$ cat src/rtl/rdsel_pkg.sv
package rdsel_pkg;

    localparam int CLS_W = 8;

    typedef enum logic [3:0] {
        CMD_MEM_RD    = 4'b0110,
        CMD_RD_MULTI  = 4'b1100,
        CMD_DUAL_ADDR = 4'b1101,
        CMD_RD_LINE   = 4'b1110
    } rd_cmd_e;

    // In PCI-X mode the line read encoding names the block read.
    localparam rd_cmd_e CMD_RD_BLOCK = CMD_RD_LINE;

    typedef struct packed {
        logic [CLS_W-1:0] line_dw;
        logic             pcix;
    } xfer_cfg_t;

    function automatic rd_cmd_e addr_phase_cmd(input logic dac, input rd_cmd_e data_cmd);
        return dac ? CMD_DUAL_ADDR : data_cmd;
    endfunction

endpackage

$ cat src/rtl/rdsel_sizer.sv
module rdsel_sizer
    import rdsel_pkg::*;
#(
    parameter int DW_W        = 15,
    parameter int PCIX_CAP_DW = 1024
) (
    input  logic [DW_W-1:0] rem_dw,
    input  xfer_cfg_t       cfg,
    output rd_cmd_e         cmd,
    output logic [DW_W-1:0] len_dw
);
    localparam logic [DW_W-1:0] CAP = DW_W'(PCIX_CAP_DW);

    logic [DW_W-1:0] line_ext;
    logic [DW_W-1:0] lines;

    always_comb begin
        line_ext = DW_W'(cfg.line_dw);
        lines    = '0;
        if (cfg.pcix) begin
            cmd    = CMD_RD_BLOCK;
            len_dw = (rem_dw > CAP) ? CAP : rem_dw;
        end else if (line_ext == '0 || rem_dw < line_ext) begin
            cmd    = CMD_MEM_RD;
            len_dw = rem_dw;
        end else begin
            lines  = rem_dw / line_ext;
            len_dw = lines * line_ext;
            cmd    = (lines == DW_W'(1)) ? CMD_RD_LINE : CMD_RD_MULTI;
        end
    end
endmodule

$ cat src/rtl/rdsel_walker.sv
module rdsel_walker
    import rdsel_pkg::*;
#(
    parameter int ADDR_W = 64,
    parameter int CNT_W  = 16
) (
    input  logic              clk,
    input  logic              rst,
    input  logic              start,
    input  logic [ADDR_W-1:0] start_addr,
    input  logic [CNT_W-1:0]  start_bytes,
    input  xfer_cfg_t         start_cfg,
    input  logic              accept,
    input  logic [CNT_W-2:0]  len_dw,
    output logic              busy,
    output logic              valid,
    output logic              done,
    output logic [CNT_W-2:0]  rem_dw,
    output logic [ADDR_W-1:0] addr,
    output xfer_cfg_t         cfg
);
    localparam int DW_W = CNT_W - 1;

    logic [DW_W-1:0]   init_dw;
    logic [ADDR_W-1:0] step;
    logic              take;

    assign init_dw = DW_W'(start_bytes[CNT_W-1:2]) + DW_W'(|start_bytes[1:0]);
    assign step    = ADDR_W'({len_dw, 2'b00});
    assign valid   = busy && (rem_dw != '0);
    assign take    = valid && accept;

    always_ff @(posedge clk) begin
        if (rst) begin
            busy   <= 1'b0;
            done   <= 1'b0;
            rem_dw <= '0;
            addr   <= '0;
            cfg    <= '0;
        end else begin
            done <= 1'b0;
            if (!busy) begin
                if (start) begin
                    addr   <= start_addr;
                    rem_dw <= init_dw;
                    cfg    <= start_cfg;
                    if (init_dw == '0) done <= 1'b1;
                    else               busy <= 1'b1;
                end
            end else if (take) begin
                addr   <= addr + step;
                rem_dw <= rem_dw - len_dw;
                if (rem_dw == len_dw) begin
                    busy <= 1'b0;
                    done <= 1'b1;
                end
            end
        end
    end

    AST_REM_DROPS: assert property (@(posedge clk) disable iff (rst)
        take |=> (rem_dw == $past(rem_dw) - $past(len_dw)));
    AST_HOLD_STATE: assert property (@(posedge clk) disable iff (rst)
        (valid && !accept) |=> (valid && $stable(addr) && $stable(rem_dw)));
    AST_DONE_IDLE: assert property (@(posedge clk) disable iff (rst)
        done |-> (!busy && !valid));
endmodule

$ cat src/rtl/pci_rd_cmd_sel.sv
module pci_rd_cmd_sel
    import rdsel_pkg::*;
#(
    parameter int ADDR_W      = 64,
    parameter int CNT_W       = 16,
    parameter int PCIX_CAP_DW = 1024
) (
    input  logic                 clk,
    input  logic                 rst,
    input  logic                 start,
    input  logic [ADDR_W-1:0]    start_addr,
    input  logic [CNT_W-1:0]     start_bytes,
    input  logic [CLS_W-1:0]     cls_dw,
    input  logic                 pcix_mode,
    output logic                 req_valid,
    input  logic                 req_accept,
    output logic [ADDR_W-1:0]    req_addr,
    output logic [3:0]           req_cmd,
    output logic [3:0]           req_addr_cmd,
    output logic                 req_dac,
    output logic [CNT_W-2:0]     req_dwords,
    output logic                 busy,
    output logic                 done
);
    localparam int DW_W = CNT_W - 1;

    xfer_cfg_t       start_cfg;
    xfer_cfg_t       cfg_q;
    logic [DW_W-1:0] rem_dw;
    logic [DW_W-1:0] len_dw;
    rd_cmd_e         data_cmd;

    assign start_cfg = '{line_dw: cls_dw, pcix: pcix_mode};

    rdsel_walker #(.ADDR_W(ADDR_W), .CNT_W(CNT_W)) u_walker (
        .clk        (clk),
        .rst        (rst),
        .start      (start),
        .start_addr (start_addr),
        .start_bytes(start_bytes),
        .start_cfg  (start_cfg),
        .accept     (req_accept),
        .len_dw     (len_dw),
        .busy       (busy),
        .valid      (req_valid),
        .done       (done),
        .rem_dw     (rem_dw),
        .addr       (req_addr),
        .cfg        (cfg_q)
    );

    rdsel_sizer #(.DW_W(DW_W), .PCIX_CAP_DW(PCIX_CAP_DW)) u_sizer (
        .rem_dw(rem_dw),
        .cfg   (cfg_q),
        .cmd   (data_cmd),
        .len_dw(len_dw)
    );

    assign req_dac      = |req_addr[ADDR_W-1:32];
    assign req_cmd      = data_cmd;
    assign req_addr_cmd = addr_phase_cmd(req_dac, data_cmd);
    assign req_dwords   = len_dw;

    AST_LEN_BOUND: assert property (@(posedge clk) disable iff (rst)
        req_valid |-> (req_dwords != '0 && req_dwords <= rem_dw));
    AST_ONE_LINE: assert property (@(posedge clk) disable iff (rst)
        (req_valid && !cfg_q.pcix && req_cmd == CMD_RD_LINE)
            |-> (req_dwords == DW_W'(cfg_q.line_dw)));
    AST_PCIX_CAP: assert property (@(posedge clk) disable iff (rst)
        (req_valid && cfg_q.pcix)
            |-> (req_dwords <= DW_W'(PCIX_CAP_DW) && req_cmd == CMD_RD_BLOCK));
    AST_DAC_PHASE: assert property (@(posedge clk) disable iff (rst)
        (req_valid && req_dac) |-> (req_addr_cmd == CMD_DUAL_ADDR));
    AST_OFFER_STABLE: assert property (@(posedge clk) disable iff (rst)
        (req_valid && !req_accept)
            |=> ($stable(req_cmd) && $stable(req_dwords) && $stable(req_dac)));
    AST_IDLE_AFTER_RESET: assert property (@(posedge clk)
        $past(rst) |-> (!busy && !done && !req_valid));
endmodule

$ cat config.mk
export PLATFORM = sky130hd
export DESIGN_NAME = pci_rd_cmd_sel
export DESIGN_NICKNAME = d
export VERILOG_FILES = /design/src/rtl/rdsel_pkg.sv /design/src/rtl/rdsel_sizer.sv /design/src/rtl/rdsel_walker.sv /design/src/rtl/pci_rd_cmd_sel.sv
export SDC_FILE = /design/constraint.sdc
export NUM_CORES = 1
export LEC_CHECK = 0
export BUFFER_PORTS_ARGS = -buffer_cell sky130_fd_sc_hd__buf_4
export CAP_MARGIN = 25
export CORE_ASPECT_RATIO = 0.9
export CORE_MARGIN = 3
export CORE_UTILIZATION = 66
export DETAILED_ROUTE_END_ITERATION = 10
export PLACE_DENSITY = 0.94
export SLEW_MARGIN = 20
export SYNTH_ARGS = -nofsm -noshare
export SYNTH_HDL_FRONTEND = slang
export SYNTH_SLANG_ARGS = --single-unit
$ cat constraint.sdc
create_clock -name clk -period 63.8 [get_ports clk]
set_input_delay 9.57 -clock clk [delete_from_list [all_inputs] [get_ports clk]]
set_output_delay 9.57 -clock clk [all_outputs]
set_load 0.01 [all_outputs]
After elaboration in Yosys (flattened, before gate mapping)
Cells that the tools add are included.
- add/sub/neg operators: 3
- $mul: 1
- div/mod/pow operators: 1
- magnitude comparators: 2
- equal/unequal tests: 3
- multiplexer cells: 23
- bitwise logic cells: 1
- reductions and logical operators: 11
- operators by type and width (kind ; number):
    $mux W64 ; 3
    $mux W15 ; 6
    $add A64 B17 Y64 ; 1
    $reduce_or A32 Y1 ; 1
    $add A14 B1 Y15 ; 1
    $div A15 B8 Y15 ; 1
    $eq A15 B1 Y1 const B ; 1
    $eq A15 B15 Y1 ; 1
    $gt A15 B11 Y1 const B ; 1
    $logic_not A15 Y1 ; 1
    $lt A15 B8 Y1 ; 1
    $mul A15 B8 Y15 ; 1
    $reduce_bool A15 Y1 ; 1
    $sub A15 B15 Y15 ; 1
    $mux W4 ; 3
    $mux W1 ; 10
    $logic_not A8 Y1 ; 1
    $reduce_and A2 Y1 ; 2
    $logic_and A1 B1 Y1 ; 2
    $mux W2 ; 1
    $ne A2 B2 Y1 const B ; 1
    $reduce_bool A2 Y1 ; 1
    $reduce_or A2 Y1 ; 1
    $logic_or A1 B1 Y1 ; 1
    $not A1 Y1 ; 1
- register bits after elaboration: 90
- input port bits: 93
- output and inout bits: 91
- logic and storage cells: 51

Depth between registers and ports, before layout
- word-level depth: 8
- depth in mapped cells: 173
- mapped depth without buffers: 162

By module
Synthesis repeated with hierarchy kept, for this count alone.
- cell total of the unflattened synthesis: 2080
- area total of the unflattened synthesis: 15302.2 um2
- modules (own cells, without submodules) (module ; times used ; cells an instance ; area each (um2) ; seq. area each (um2)):
    rdsel_sizer ; 1 ; 1091 ; 8002.7 ; 0.0
    rdsel_walker ; 1 ; 974 ; 7196.9 ; 1801.7
    pci_rd_cmd_sel ; 1 ; 15 ; 102.6 ; 0.0

Least setup slack after synthesis
Ideal clock, no wire load.
- path type: reg2out
- start point: register, netlist name u_walker.cfg[1]
- end point: output port req_dwords[13]
- data arrival time: 30.786 ns
- data required time: 54.230 ns
- path slack: 23.444 ns
- cell stages (with the launch flop): 143
- path buffers: 9
- cell sequence: dfxtp_1 -> inv_1 -> clkbuf_1 -> ha_1 -> a21oi_1 -> ha_1 -> o21ai_0 -> or4bb_1 -> nand3_1 -> ha_1 -> o21a_1 -> o31ai_1 -> a31oi_4 -> ha_1 -> or3_1 -> o22ai_1 -> nor2_1 -> o22ai_1 -> (+107 left out) -> a21oi_4 -> nand2b_1 -> fa_1 -> fa_1 -> fa_1 -> fa_1 -> inv_1 -> ha_1 -> inv_1 -> o21bai_1 -> a21oi_1 -> o21bai_1 -> a21oi_1 -> o21bai_1 -> a21oi_1 -> xnor2_1 -> mux2i_1 -> nor2_1
- longest elaborated chain between the ends: 4
- elaborated cells between the ends (all ways): 7
- those cells by class: mul: 1; div: 1; order compare: 1; mux: 2; reduce/logical: 2
- ends and longest elaborated chain (element ; RTL line ; source):
    $div A15 B8 Y15, or another cell as far along ; rdsel_sizer.sv:27 ; lines = rem_dw / line_ext;
    $mul A15 B8 Y15 or $logic_or A1 B1 Y1 (tied branches) ; rdsel_sizer.sv:28, rdsel_sizer.sv:23 ;
    $mux W15 * ; rdsel_sizer.sv:23 ; end else if (line_ext == '0 || rem_dw < line_ext) begin
    $mux W15 * ; rdsel_sizer.sv:20 ; if (cfg.pcix) begin
    to (decl) ; pci_rd_cmd_sel.sv:21 ; output logic [CNT_W-2:0] req_dwords,
Every way passes the cells marked *; elsewhere a longest branch is shown, timed or not.

Worst setup path after layout
- start point: register, netlist name u_walker.cfg[8]
- end point: output port req_dwords[13]
- longest elaborated chain between the ends: 4
- elaborated cells between the ends (all ways): 7
- those cells by class: mul: 1; div: 1; order compare: 1; mux: 2; reduce/logical: 2
- ends and longest elaborated chain (element ; RTL line):
    $div A15 B8 Y15, or another cell as far along ; rdsel_sizer.sv:27
    $mul A15 B8 Y15 or $logic_or A1 B1 Y1 (tied branches) ; rdsel_sizer.sv:28, rdsel_sizer.sv:23
    $mux W15 * ; rdsel_sizer.sv:23
    $mux W15 * ; rdsel_sizer.sv:20
Marks and branches as above.

==> flow_metrics.env <==
export IMPL_status="finished, final reports clean"
export IMPL_root_buffer="clkbuf_16"
export IMPL_fmax_mhz=21.9
export IMPL_ys_warn_count=0
export IMPL_fin_util_pct=76.7
export IMPL_antenna_found_initial=0
export IMPL_dpl_instance_area_mm2=0.0159
export IMPL_clock_path_buffers=2
export IMPL_grt_pass1_vias=14900
export IMPL_clock_sinks=90
export IMPL_gp_congestion=0.987
export IMPL_die_width_um=162
export IMPL_slew_viol_final=0
export IMPL_syn_avg_cell_area_um2=7.33
export IMPL_post_cts_buffers=0
export IMPL_fin_tns_setup_ns=0
export IMPL_grt_pass1_wl_um=73600
export IMPL_crit_path_start_kind="flop"
export IMPL_synth_ff_type="dfxtp_1"
export IMPL_initial_core_util_pct=68.5
export IMPL_antenna_left=0
export IMPL_final_common_cell="nor2_1"
export IMPL_track_usage_pct=36.9
export IMPL_cap_violations=0
export IMPL_num_rows=50
export IMPL_nets=2386
export IMPL_post_cts_resized=0
export IMPL_fillers=1551
export IMPL_cts_buffers=9
export IMPL_grt_max_degree=115
export IMPL_synth_edf_count=0
export IMPL_first_pass_iters=6
export IMPL_crit_required_ns=54.23
export IMPL_synth_area_leaders="ha_1 13%, dfxtp_1 12%, fa_1 7.7%"
export IMPL_yosysTopAreaCellShare_pct=13.3
export IMPL_ys_seq_area_share_pct=12.4
export IMPL_slowest_delay_ns=0.81
export IMPL_post_route_period_util_pct=71.6
export IMPL_die_h_um=147
export IMPL_fin_area_mm2=0.0163
export IMPL_reg2regPathDepth=155
export IMPL_hp_class="reg -> reg"
export IMPL_clkLatencyLatePin_ns=0.35
export IMPL_crit_arrival_ns=36.10
export IMPL_drt_wl_total_um=45800
export IMPL_layout_drive_gt1_share_pct=14.2
export IMPL_fin_skew_ns=0.0129
export IMPL_die_area_mm2=0.0238
export IMPL_worstMarginPinSlew_ns=1.03
export IMPL_synth_top_cell_by_area="ha_1"
export IMPL_dp_hpwl_um=34800
export IMPL_drc=0
export IMPL_setup_worst_path_end_class="output pin"
export IMPL_drtIter0Drc=1734
export IMPL_finalSetupViolCount=0
export IMPL_core_area_mm2=0.0212
export IMPL_synthCells=1981
export IMPL_placement_io_buffers=180
export IMPL_clk_pin_slew_worst_paths_ns=0.07
export IMPL_htree_levels=3
export IMPL_async_flop_share_pct=0
export IMPL_syn_cell_area_mm2=0.0145
export IMPL_min_path_cells=2
export IMPL_critPathMaxFanout=22
export IMPL_ys_ff_latch=90
export IMPL_gr_total_overflow=0
export IMPL_finalHoldViolCount=0
export IMPL_num_vias=15900
export IMPL_areaGrowthSynthToFinish_pct=12.0
export IMPL_diodes=0
export IMPL_wire_per_inst_um=19.3
export IMPL_layout_min_cycle_time_ns=45.67
export IMPL_pin_count=184
export IMPL_cts_hold_buffers=0
export IMPL_tritoncts="built"
export IMPL_rsz0062_at_grt="no"
export IMPL_synth_cell_type_count=102
export IMPL_maxSlewHeadroom_pct=31.0
export IMPL_via_per_inst=6.68
export IMPL_final_cell_mix="212 x nor2_1, 195 x buf_4, 190 x nand2_1, 155 x a21oi_1, 154 x ha_1"
export IMPL_crit_type="reg -> out"
export IMPL_cp_slowest_cell="or4_1"
-- worst max-delay path, delay by kind of cell, from the launching register on --
family          cells  cell delay (ns)
mux                 6             1.93
xor+xnor            1             0.15
simple gates       44            11.49
flops               1             0.55
compound gates     67            14.09
fa+ha+maj          19             6.36
buf+inv             8             1.14
-- Yosys cell counts (26+ instances only) --
| library cell | instances |
|---|---|
| a21o_1 | 48 |
| nor2_1 | 213 |
| inv_1 | 126 |
| nand4_1 | 39 |
| nand2_1 | 191 |
| fa_1 | 56 |
| a21oi_1 | 155 |
| and2_1 | 26 |
| xnor2_1 | 62 |
| clkbuf_1 | 86 |
| o21ai_0 | 96 |
| dfxtp_1 | 90 |
| nand3_1 | 55 |
| o21a_1 | 44 |
| ha_1 | 154 |
| a211oi_1 | 44 |
| nor3_1 | 54 |
-- logic make-up after synthesis --
logic type | Yosys count | share of synthesized area (%)
compound gates | 581 | 27.4
buf+inv | 233 | 6.18
other cells | 2 | 0.0517
mux | 39 | 2.92
simple gates | 739 | 24.9
flops | 90 | 12.4
fa+ha+maj | 211 | 21.0
xor+xnor | 86 | 5.18
-- sequential cells by signal, summed over array words and instances (netlist names) --
register	flops
u_walker.addr	64
u_walker.busy	1
u_walker.cfg	9
u_walker.done	1
u_walker.rem_dw	15
-- stage by stage --
stage	cells	setup WS, ns	hold WS (ns)
after detailed placement	2357	18.29	0.467
after global routing	2374	15.51	0.512
final	2374	18.13	0.476
after global placement	2357	19.72	0.445
after CTS	2373	17.82	0.479
after floorplan	1982	23.44	0.481
-- final timing paths --
path,start,slack (ns),to
worst max-delay path,u_walker.cfg[8],18.13,req_dwords[13]
worst min-delay path,u_walker.addr[1],0.48,u_walker.addr[1]
worst max register to register,u_walker.cfg[8],24.91,u_walker.addr[60]
worst min register to register,u_walker.addr[1],0.48,u_walker.addr[1]
-- cell type report --
| class | count | area [um^2] | area share, % |
|---|---|---|---|
| Timing Repair Buffer | 195 | 1460 | 9.00 |
| Inverter | 128 | 480 | 2.95 |
| Tap cell | 286 | 358 | 2.20 |
| Clock inverter | 4 | 50.0 | 0.308 |
| Sequential cell | 90 | 1810 | 11.1 |
| Clock buffer | 12 | 246 | 1.52 |
| Multi-Input combinational cell | 1659 | 11900 | 72.9 |
-- routing by layer --
| metal | vias to the layer above | routed length, um | global-route usage [%] | part of all wire (%) |
|---|---|---|---|---|
| met1 | 7328 | 18800 | 50.6 | 41 |
| met2 | 996 | 20000 | 57.1 | 44 |
| met3 | 186 | 5020 | 7.44 | 11 |
| met4 | 0 | 2010 | 14.4 | 4.4 |
| li1 | 7359 | - | - | - |
| met5 | - | 0 | 0 | 0 |
Power is left out: the tool's default activity adds up to more than one toggle a clock period on the data nets, which glitch-free logic cannot reach.
